File: src/rtl/wm_pkg.sv
package wm_pkg;

  localparam int STEPS = 8;
  localparam int SW    = $clog2(STEPS);

  typedef enum logic [1:0] {OP_ADD, OP_SUB, OP_XOR, OP_AND} alu_op_e;
  typedef enum logic [1:0] {K_ALU, K_CTRL, K_LOAD, K_STORE} kind_e;
  typedef enum logic [2:0] {S_R0, S_R1, S_R2, S_R3, S_A, S_B} src_e;

  typedef struct packed {
    kind_e   kind;
    alu_op_e op;
    logic [1:0] dst;
    src_e    sa;
    src_e    sb;
    logic    pick_b;   // bypass forwards sb when set, sa otherwise
  } sched_t;

  function automatic sched_t sched_at(input logic [SW-1:0] s);
    sched_t e;
    e = '{kind: K_CTRL, op: OP_ADD, dst: 2'd0, sa: S_R0, sb: S_R0, pick_b: 1'b0};
    case (s)
      3'd0: e = '{kind: K_ALU,   op: OP_ADD, dst: 2'd0, sa: S_A,  sb: S_B,  pick_b: 1'b0};
      3'd1: e = '{kind: K_ALU,   op: OP_XOR, dst: 2'd1, sa: S_A,  sb: S_B,  pick_b: 1'b1};
      3'd2: e = '{kind: K_STORE, op: OP_ADD, dst: 2'd0, sa: S_R0, sb: S_R0, pick_b: 1'b0};
      3'd3: e = '{kind: K_ALU,   op: OP_SUB, dst: 2'd2, sa: S_R1, sb: S_R0, pick_b: 1'b1};
      3'd4: e = '{kind: K_LOAD,  op: OP_ADD, dst: 2'd3, sa: S_R0, sb: S_R0, pick_b: 1'b0};
      3'd5: e = '{kind: K_ALU,   op: OP_AND, dst: 2'd2, sa: S_R2, sb: S_R3, pick_b: 1'b0};
      3'd6: e = '{kind: K_CTRL,  op: OP_ADD, dst: 2'd0, sa: S_R2, sb: S_R3, pick_b: 1'b0};
      default: e = '{kind: K_STORE, op: OP_ADD, dst: 2'd0, sa: S_R0, sb: S_R0, pick_b: 1'b0};
    endcase
    return e;
  endfunction

endpackage

File: src/rtl/wm_func_ctrl.sv
module wm_func_ctrl
  import wm_pkg::*;
(
  input  logic          clk,
  input  logic          rst_n,
  input  logic          go,
  input  logic          hold,
  output logic          busy,
  output logic [SW-1:0] step,
  output logic          last
);

  assign last = busy && (step == SW'(STEPS - 1));

  always_ff @(posedge clk or negedge rst_n) begin
    if (!rst_n) begin
      busy <= 1'b0;
      step <= '0;
    end else if (go) begin
      busy <= 1'b1;
      step <= '0;
    end else if (busy) begin
      step <= step + 1'b1;
      if (last) busy <= 1'b0;
    end
  end

  // an idle functional controller stays parked while hold is high and no go arrives
  p_parked_r4: assert property (@(posedge clk) disable iff (!rst_n)
    (!busy && hold && !go) |=> !busy);

endmodule

File: src/rtl/wm_pay_ctrl.sv
module wm_pay_ctrl
  import wm_pkg::*;
#(
  parameter logic [STEPS-1:0] OP_KEY = 8'h23
) (
  input  logic          clk,
  input  logic          rst_n,
  input  logic          go,
  output logic          busy,
  output logic [SW-1:0] step,
  output logic          last,
  output logic          keep,
  output logic          load_const,
  output logic          store_we,
  output logic          sig_add
);

  sched_t sc;

  assign sc         = sched_at(step);
  assign last       = busy && (step == SW'(STEPS - 1));
  assign keep       = (sc.kind == K_CTRL) || ((sc.kind == K_ALU) && OP_KEY[step]);
  assign load_const = 1'b1;
  assign store_we   = 1'b0;
  assign sig_add    = (sc.kind == K_STORE);

  always_ff @(posedge clk or negedge rst_n) begin
    if (!rst_n) begin
      busy <= 1'b0;
      step <= '0;
    end else if (go) begin
      busy <= 1'b1;
      step <= '0;
    end else if (busy) begin
      step <= step + 1'b1;
      if (last) busy <= 1'b0;
    end
  end

  // the control step is never bypassed whatever the key holds
  p_ctrl_kept_r6: assert property (@(posedge clk) disable iff (!rst_n)
    (busy && step == SW'(6)) |-> keep);

endmodule

File: src/rtl/wm_datapath.sv
module wm_datapath
  import wm_pkg::*;
#(
  parameter int            DW         = 32,
  parameter logic [DW-1:0] LOAD_CONST = 32'h5A5A_C3C3
) (
  input  logic          clk,
  input  logic          rst_n,
  input  logic          accept,
  input  logic [DW-1:0] a_in,
  input  logic [DW-1:0] b_in,
  input  logic          step_en,
  input  logic [SW-1:0] step,
  input  logic          keep,
  input  logic          load_const,
  input  logic          store_we,
  input  logic          sig_add,
  input  logic          finish,
  input  logic          sel_sig,
  output logic [DW-1:0] result
);

  logic [DW-1:0] rf [4];
  logic [DW-1:0] a_q, b_q, mem_q, sig_q;
  logic [DW-1:0] va, vb, alu_y, byp_y, wr_y;
  sched_t sc;

  assign sc = sched_at(step);

  function automatic logic [DW-1:0] pick(input src_e s, input logic [DW-1:0] r0,
      input logic [DW-1:0] r1, input logic [DW-1:0] r2, input logic [DW-1:0] r3,
      input logic [DW-1:0] a, input logic [DW-1:0] b);
    case (s)
      S_R0:    return r0;
      S_R1:    return r1;
      S_R2:    return r2;
      S_R3:    return r3;
      S_A:     return a;
      default: return b;
    endcase
  endfunction

  always_comb begin
    va = pick(sc.sa, rf[0], rf[1], rf[2], rf[3], a_q, b_q);
    vb = pick(sc.sb, rf[0], rf[1], rf[2], rf[3], a_q, b_q);
    case (sc.op)
      OP_ADD:  alu_y = va + vb;
      OP_SUB:  alu_y = va - vb;
      OP_XOR:  alu_y = va ^ vb;
      default: alu_y = va & vb;
    endcase
    byp_y = sc.pick_b ? vb : va;
    if (sc.kind == K_LOAD) wr_y = load_const ? LOAD_CONST : mem_q;
    else                   wr_y = keep ? alu_y : byp_y;
  end

  always_ff @(posedge clk or negedge rst_n) begin
    if (!rst_n) begin
      for (int i = 0; i < 4; i++) rf[i] <= '0;
      a_q    <= '0;
      b_q    <= '0;
      mem_q  <= '0;
      sig_q  <= '0;
      result <= '0;
    end else begin
      if (accept) begin
        a_q   <= a_in;
        b_q   <= b_in;
        sig_q <= '0;
      end
      if (step_en) begin
        if (sc.kind == K_STORE) begin
          if (store_we) mem_q <= va;
          if (sig_add)  sig_q <= sig_q + va;
        end else begin
          rf[sc.dst] <= wr_y;
        end
      end
      if (finish) result <= sel_sig ? (sig_q + va) : rf[0];
    end
  end

  // a read replaced by the constant lands in r3
  p_const_load_r7: assert property (@(posedge clk) disable iff (!rst_n)
    (step_en && sc.kind == K_LOAD && load_const) |=> (rf[3] == LOAD_CONST));

  // a suppressed store leaves the storage word untouched
  p_store_blocked_r8: assert property (@(posedge clk) disable iff (!rst_n)
    (step_en && sc.kind == K_STORE && !store_we) |=> $stable(mem_q));

  // result only moves when a job finishes
  p_result_hold_r2: assert property (@(posedge clk) disable iff (!rst_n)
    !finish |=> $stable(result));

endmodule

File: src/rtl/wm_kernel.sv
module wm_kernel
  import wm_pkg::*;
#(
  parameter int               DW         = 32,
  parameter logic [STEPS-1:0] OP_KEY     = 8'h23,
  parameter logic [DW-1:0]    LOAD_CONST = 32'h5A5A_C3C3
) (
  input  logic          clk,
  input  logic          rst_n,
  input  logic          start,
  output logic          in_ready,
  input  logic          trigger,
  input  logic [DW-1:0] input_a,
  input  logic [DW-1:0] input_b,
  output logic [DW-1:0] result,
  output logic          done
);

  logic          accept, go_f, go_p;
  logic          fc_busy, fc_last, pc_busy, pc_last;
  logic [SW-1:0] fc_step, pc_step, step;
  logic          pc_keep, pc_lc, pc_we, pc_sig;
  logic          keep, load_const, store_we, sig_add;
  logic          step_en, finish;
  sched_t        fsc;

  assign in_ready = !(fc_busy || pc_busy);
  assign accept   = start && in_ready;
  assign go_f     = accept && !trigger;
  assign go_p     = accept && trigger;

  wm_func_ctrl u_fctrl (
    .clk(clk), .rst_n(rst_n), .go(go_f), .hold(trigger),
    .busy(fc_busy), .step(fc_step), .last(fc_last)
  );

  wm_pay_ctrl #(.OP_KEY(OP_KEY)) u_pctrl (
    .clk(clk), .rst_n(rst_n), .go(go_p),
    .busy(pc_busy), .step(pc_step), .last(pc_last),
    .keep(pc_keep), .load_const(pc_lc), .store_we(pc_we), .sig_add(pc_sig)
  );

  // Shared step decode comes from whichever controller runs; mode-dependent
  // controls are steered by the latched mode (payload controller busy).
  assign fsc        = sched_at(fc_step);
  assign step       = pc_busy ? pc_step : fc_step;
  assign step_en    = fc_busy || pc_busy;
  assign finish     = pc_busy ? pc_last : fc_last;
  assign keep       = pc_busy ? pc_keep : 1'b1;
  assign load_const = pc_busy ? pc_lc   : 1'b0;
  assign store_we   = pc_busy ? pc_we   : (fsc.kind == K_STORE);
  assign sig_add    = pc_busy ? pc_sig  : 1'b0;

  wm_datapath #(.DW(DW), .LOAD_CONST(LOAD_CONST)) u_dp (
    .clk(clk), .rst_n(rst_n), .accept(accept), .a_in(input_a), .b_in(input_b),
    .step_en(step_en), .step(step), .keep(keep), .load_const(load_const),
    .store_we(store_we), .sig_add(sig_add), .finish(finish), .sel_sig(pc_busy),
    .result(result)
  );

  always_ff @(posedge clk or negedge rst_n) begin
    if (!rst_n) done <= 1'b0;
    else        done <= finish;
  end

  // the two controllers never own the datapath together
  p_exclusive_r4: assert property (@(posedge clk) disable iff (!rst_n)
    !(fc_busy && pc_busy));

  // an accepted job closes the input side on the next cycle
  p_ready_drop_r1: assert property (@(posedge clk) disable iff (!rst_n)
    accept |=> !in_ready);

  // the strobe lasts one cycle
  p_done_pulse_r2: assert property (@(posedge clk) disable iff (!rst_n)
    done |=> !done);

  // the strobe follows the last step
  p_done_after_last_r2: assert property (@(posedge clk) disable iff (!rst_n)
    finish |=> (done && in_ready));

endmodule

File: config.mk
export PLATFORM = sky130hd
export DESIGN_NAME = wm_kernel
export DESIGN_NICKNAME = d
export VERILOG_FILES = /design/src/rtl/wm_pkg.sv /design/src/rtl/wm_func_ctrl.sv /design/src/rtl/wm_pay_ctrl.sv /design/src/rtl/wm_datapath.sv /design/src/rtl/wm_kernel.sv
export SDC_FILE = /design/constraint.sdc
export NUM_CORES = 1
export LEC_CHECK = 0
export ABC_AREA = 1
export BUFFER_PORTS_ARGS = -buffer_cell sky130_fd_sc_hd__clkbuf_2
export CAP_MARGIN = 40
export CORE_ASPECT_RATIO = 0.9
export CORE_MARGIN = 2
export CORE_UTILIZATION = 58
export CTS_CLUSTER_SIZE = 24
export DETAILED_ROUTE_END_ITERATION = 8
export PLACE_DENSITY = 0.76
export SYNTH_ARGS = -nofsm -noshare
export SYNTH_HDL_FRONTEND = slang
export SYNTH_HIERARCHICAL = 1
export SYNTH_SLANG_ARGS = --single-unit
File: constraint.sdc
create_clock -name clk -period 12.9 [get_ports clk]
set_clock_uncertainty 0.1 [all_clocks]
set_input_delay 0.645 -clock clk [delete_from_list [all_inputs] [get_ports clk]]
set_output_delay 0.645 -clock clk [all_outputs]
set_load 0.02 [all_outputs]
==> results by group, run 1 <==
Status
  – Status: finished with violations
  – Failing checks: negative hold slack

Placed design
  – DP HPWL: 47.5 mm
  – IO Port Bufs: about 100
  – Final GP Congestion: 0.947
  – Setup WS pre-CTS: 6.58 ns

Floorplanning
  – Die Ht: 177 um
  – Starting Density: 58.6%
  – Row count: 63
  – # IOs: 102
  – Core box area: 32800 sq um
  – Die extent in x: 196 um
  – Die area: 34600 sq um

Timing
  – Hold_ws: -0.0368 ns
  – Hold Vio Cnt, Final: 9
  – Slew margin rel.: 30.3%
  – RSZ-0062 raised after global routing: no
  – Fmax: around 0.15 GHz
  – Setup TNS: 0 ns
  – Final worst path period need: 6.63 ns
  – Max-slew violations: 0
  – # setup viols final: 0
  – Post-route setup slack: 6.27 ns
  – Worst-Margin Slew: 1.05 ns
  – Final worst-path cycle share: between 50% and 60%

Clock network
  – Clock Latency Late Sink: approximately 0.6 ns
  – Total CTS buffers: 31
  – Postcts setup bufs: 0
  – CTS hold repair buffers: 0
  – Clock buffer depth: 3
  – Post-CTS sizing: 0
  – H-Tree Level Count: 1
  – Clock Pin Slew Worst Setup and Hold Paths: 0.06 ns
  – CTS sink cnt: 297
  – CTS tree: built
  – Clock Root Buffer: clkbuf_16

Cells and area
  – Ant diodes: 0
  – Share of cells above drive strength 1: a little under a tenth
  – Fill cell count: 2902
  – # nets final: 2903
  – Layout area overhead: 11.0%

Synthesis
  – Seq cells post-synth: about 300
  – Most common cell in the netlist: nand2_1
  – Most used DFF post-synth: dfrtp_1
  – Syn_area_per_cell: 7.23 sq um
  – Top post-synthesis cells by area: dfrtp_1, nand2_1, o21ai_0
  – Yosys Warn Count: 6
  – Cell accounting for the most synthesized area: dfrtp_1
  – Cell count after synthesis: 2656
  – Mapped Area: 19200 sq um
  – Post-synth EDFFs: 0
  – Ys async rst share: 100%
  – Distinct cells, synth: 53
  – Synth cell count leaders: nand2_1, dfrtp_1, o21ai_0
  – Post-synthesis sequential area ratio: between 30% and 40%
  – Top cell type's share of synthesized area: 38.7%
  – Post-Syn Nets: 2833

Global route
  – First-pass GRT wire length: 100 mm
  – Initial antenna violation count: 1
  – Grt total ovfl: 0
  – Total track usage: 37.8%
  – Vias in the first global route: around 18000
  – Largest net degree at the start of global routing: roughly 190

Worst setup path
  – Max FO, Critical Path: 28
  – Worst EP arrival: 7.01 ns
  – R2R depth: 23
  – Crit path launch type: flop
  – CP Class: flop to flop
  – Critical Path RT: 13.27 ns
  – CP Capture Type: flop

Job
  – Max cap viols: 0

Route
  – Remaining DRCs: 0
  – Routed Wire Length: around 66 mm
  – Drt first-iter violations: 2271
  – Vias per cell: 5.98
  – Via count: 18957
  – ANT nets after route: 0
  – DR WL/cell: 20.7 um
  – Drt first pass iters: 8

Hold path
  – Tightest Hold Check Type: input port to asynchronous set/reset pin
==> worst max-delay path, stage by stage (launching register included) <==
cell,delay (ns)
dfrtp_1,0.49
o21ai_0,0.78
nand3_4,0.42
nand3_4,0.50
inv_2,0.09
nand2_1,0.31
buf_4,0.38
inv_1,0.24
nand2_1,0.10
o2111ai_1,0.41
ha_1,0.56
nand3_1,0.09
nand2_1,0.11
a21oi_1,0.08
o21bai_1,0.41
nand2_1,0.09
nand2_1,0.16
nand2_1,0.08
nand2_1,0.16
nand4_1,0.10
nand2_1,0.16
xor2_1,0.11
o21ai_0,0.44
nand2_1,0.10
==> kinds of logic (layout without fill, tap and decap cells) <==
logic type	Yosys count	in the layout	synth area share, %
and+or+nand+nor	1257	1257	26.5
AOI/OAI and AO/OA	555	555	16.6
buffers and inverters	359	451	7.25
DFF	297	297	38.7
adders and majority gates	109	109	7.18
xor gates and xnor gates	62	62	2.83
muxes	15	15	0.879
other	2	2	0.0391
==> stage by stage <==
step                cell area (sq um)  util, %  hold slack [ns]  instances
global route                    21300     65.0           0.0672       3170
detailed placement              20300     61.8            0.362       3115
CTS                             21300     65.0           0.0339       3170
global placement                20100     61.4            0.357       3108
floorplan                       19200        -            0.249       2656
finish                          21300     65.0          -0.0368       3170
==> cells in the final DEF (no fill, tap or decap), drive strengths merged, types with 2 or more instances in the layout <==
| master | n |
|---|---|
| a22o | 12 |
| a21boi | 7 |
| o22ai | 13 |
| nand2 | 892 |
| mux2 | 15 |
| xnor2 | 12 |
| conb | 2 |
| bufinv | 3 |
| xor2 | 50 |
| nand3 | 115 |
| a21oi | 139 |
| nand4 | 17 |
| o21a | 10 |
| ha | 107 |
| o2111ai | 15 |
| or2 | 8 |
| nand3b | 2 |
| nor3 | 18 |
| o21ai | 280 |
| a31oi | 3 |
| fa | 2 |
| o21bai | 9 |
| nor2 | 200 |
| o211ai | 28 |
| a21o | 9 |
| a221oi | 17 |
| clkinv | 8 |
| inv | 247 |
| clkbuf | 144 |
| buf | 48 |
| nor4 | 3 |
| o221ai | 7 |
| dfrtp | 297 |
| o31ai | 5 |
==> routing by layer <==
| layer | vias up | global-route usage (%) | wire (um) |
|---|---|---|---|
| li1 | 8831 | - | - |
| met1 | 8898 | 53.5 | 27400 |
| met2 | 1101 | 56.4 | 27500 |
| met3 | 127 | 12.0 | 8970 |
| met4 | 0 | 9.79 | 1690 |
| met5 | - | 0 | 0 |
==> cell type report <==
class | count | area [sq um] | share of cell area, %
clock inverter | 11 | 163 | 0.763
multi-input combinational | 2000 | 10400 | 48.9
tap | 422 | 528 | 2.48
timing repair buffer | 148 | 963 | 4.52
inverter | 248 | 931 | 4.37
sequential | 297 | 7430 | 34.9
clock buffer | 44 | 885 | 4.15
==> worst paths after layout <==
path                                       from  slack [ns]               to
worst min register to register  u_dp/result[13]        0.38  u_dp/result[13]
worst max-delay path               u_pctrl/busy        6.27  u_dp/result[31]
min in group clk                    input_b[17]        0.14     u_dp/b_q[17]
max in group asynchronous                 rst_n       11.18     u_dp/b_q[30]
worst min-delay path                      rst_n       -0.04  u_dp/result[12]
worst max register to register     u_pctrl/busy        6.27  u_dp/result[31]
==> state kept, by name, summed over array words and instances (netlist names), 3 cells and up <==
signal        count
u_dp/a_q         32
u_dp/b_q         32
u_dp/mem_q       32
u_dp/result      32
u_dp/rf         128
u_dp/sig_q       32
u_fctrl/step      3
u_pctrl/step      3
Power of run 1 is not shown: default switching activity piles up to over one toggle a cycle in this logic, so the estimate is an artifact.
==> run 2, diff against run 1 <==
==> constraint.sdc (replaced) <==
create_clock -name clk -period 6.7 [get_ports clk]
set_clock_uncertainty 0.1 [all_clocks]
set_input_delay 0.335 -clock clk [delete_from_list [all_inputs] [get_ports clk]]
set_output_delay 0.335 -clock clk [all_outputs]
set_load 0.02 [all_outputs]
==> run 2 against run 1 <==
Effect of this change:
- the run now ends clean
- final area is 3.4% higher
- via count is 2.6% higher
- hold slack better by 0.15 ns
- die area stayed put
- maximum frequency is 7.0% higher
- first-iteration DRC count is 0.40% higher
- worst setup slack worse by 5.8 ns
- cell count is 2.3% higher
- utilization is 2.2 points higher
- sequential cell count stayed put
==> results by group, run 2 (synthesis results as in run 1) <==
Hold path
  – Worst Hold Path EP: u_fctrl/busy
  – Hold Crit Depth: 5
  – Tightest Hold Check Type: input port to flop
  – Min-delay src: start

Global route
  – Largest net degree at the start of global routing: 127 (-33%)
  – Grt total ovfl: 0 (unchanged)
  – First-pass GRT wire length: 104 mm (+3.8%)
  – Initial antenna violation count: 3 (+2)
  – Vias in the first global route: 18281 (+2.3%)
  – Total track usage: 39.1% (+1.3 points)

Cells and area
  – Commonest non-fill, non-tap cell in the layout: nand2_1
  – # nets final: 2976 (+2.5%)
  – Layout area overhead: 14.8%
  – Most flop-heavy register: u_dp/rf
  – Share of cells above drive strength 1: 9.60% (+0.069 points)
  – Max reg flops: 128 (unchanged)
  – Most frequent cells in the layout: nand2_1, dfrtp_1, o21ai_0
  – Ant diodes: 0 (unchanged)

Timing
  – RSZ-0062 raised after global routing: no
  – Final worst-path cycle share: 92.5% (+41 points)
  – Final worst path period need: 6.20 ns (-0.434 ns)
  – Max-slew violations: 0 (unchanged)
  – # setup viols final: 0 (unchanged)
  – Slew margin rel.: 34.8% (+4.5 points)
  – Setup TNS: 0 ns (unchanged)
  – Fmax: 0.161 GHz (+7.0%)
  – Worst-Margin Slew: 0.968 ns (-0.0777 ns)
  – Hold Vio Cnt, Final: 0 (-9)

Job
  – Max cap viols: 0 (unchanged)

Placed design
  – Final GP Congestion: 0.969 (+2.4%)
  – IO Port Bufs: 101 (unchanged)
  – DP HPWL: 48.1 mm (+1.3%)

Clock network
  – CTS sink cnt: 297 (unchanged)
  – Clock Root Buffer: clkbuf_16
  – Clock Latency Late Sink: 0.61 ns (about the same)
  – Clock buffer depth: 3 (unchanged)
  – H-Tree Level Count: 1 (unchanged)
  – Total CTS buffers: 31 (unchanged)
  – CTS tree: built
  – Clock Pin Slew Worst Setup and Hold Paths: 0.07 ns (about the same)

Worst setup path
  – Slowest stage cell, crit path: o21ai_0
  – Max incr delay on CP: 0.74 ns (-0.04 ns)
  – Reg2reg start: u_pctrl/busy
  – Critical Path RT: 7.08 ns (-6.19 ns)
  – R2R depth: 23 (unchanged)
  – CP Capture Type: flop
  – Crit path buffers/inverters: 4 (+1)
  – Crit path launch type: flop
  – CP Class: flop to flop
  – Crit-path leading delay family: compound AO/OA/AOI/OAI gates
  – Worst-path cell chain: o21ai_1 -> buf_4 -> nor2_4 -> inv_2 -> nand3_4 -> inv_2 -> nand2_1 -> o21ai_0 -> inv_1 -> ha_1 -> fa_1 -> o31ai_1 -> nand3_1 -> nand3b_1 -> nand3_1 -> o211ai_1 -> a21oi_1 -> o21ai_0 -> nand2_1 -> nand2_1 -> nand3_1 -> nand3_1 -> nand2_1
  – Worst EP arrival: 6.58 ns (-0.43 ns)
  – Max FO, Critical Path: 28 (unchanged)
  – Flop-to-flop setup slack: 0.50 ns (-5.77 ns)
  – RR Endpoint: u_dp/rf[92]

Floorplanning
  – Row count: 63 (unchanged)
  – Starting Density: 58.6% (unchanged)
  – Die extent in x: 196 um (unchanged)
  – Die Ht: 177 um (unchanged)
  – Core box area: 32800 sq um (unchanged)
  – # IOs: 102 (unchanged)
  – Die area: 34600 sq um (unchanged)

Route
  – Remaining DRCs: 0 (unchanged)
  – Via count: 19447 (+2.6%)
  – Routed Wire Length: 67.8 mm (+3.5%)
  – ANT nets after route: 0 (unchanged)
  – DR WL/cell: 20.9 um (+1.1%)
  – Vias per cell: 5.99 (+0.24%)
  – Drt first pass iters: 6 (-2)
  – Drt first-iter violations: 2280 (+0.40%)

Status
  – Status: finished clean
run 2: layout make-up:
cell class / instances / area [sq um]
Multi-Input combinational cell: 2000 / 10400
Clock buffer: 39 / 836
Fill cell: 2757 / 10700
Sequential cell: 297 / 7430
Timing Repair Buffer: 221 / 1660
Clock inverter: 17 / 256
Inverter: 248 / 931
Tap cell: 422 / 528
run 2: how the worst max path moves through the flow:
stage / from / endpoint / slack (ns) / cells after the start
6_report: u_pctrl/busy / u_dp/rf[92] / 0.50 / 23
5_1_grt: u_pctrl/busy / u_dp/rf[119] / 0.04 / 29
4_1_cts: u_pctrl/busy / u_dp/rf[119] / 0.71 / 29
3_5_place_dp: u_pctrl/busy / u_dp/rf[119] / 0.75 / 29
3_3_place_gp: u_pctrl/busy / u_dp/rf[23] / 0.86 / 29
2_1_floorplan: u_pctrl/busy / u_dp/rf[123] / 1.73 / 31
run 2: what timing repair did:
item / in CTS / in global routing
endpoints found under the hold margin: 156 / 0
hold buffers: 66 / 0
resized for setup: 0 / 0
buffers inserted: 0 / 0
run 2: stage by stage:
step	worst slack, ns	cell area (sq um)	std cells	utilization [%]	hold slack (ns)
6_report	0.500	22100	3244	67.2	0.109
5_1_grt	0.0378	22100	3244	67.2	0.177
4_1_cts	0.714	22000	3242	67.2	0.0984
3_5_place_dp	0.749	20300	3120	61.9	0.327
3_3_place_gp	0.857	20100	3108	61.4	0.318
2_1_floorplan	1.73	19200	2656	-	-0.0606
run 2: worst min-delay path, delay by kind of cell:
family	cells	cell delay, ns
AO/OA/AOI/OAI	1	0.07
buffers and inverters	2	0.20
AND/OR/NAND/NOR	2	0.17
run 2: per-layer routing:
layer | up-vias | share of wire [%] | GRT usage [%] | wire (um)
met2 | 1119 | 42 | 59.0 | 28700
li1 | 8996 | - | - | -
met4 | 4 | 2.6 | 9.94 | 1750
met1 | 9185 | 43 | 57.0 | 28900
met5 | - | 0.044 | 0 | 30
met3 | 143 | 12 | 9.17 | 8370
Power of run 2 is left out for the same reason.
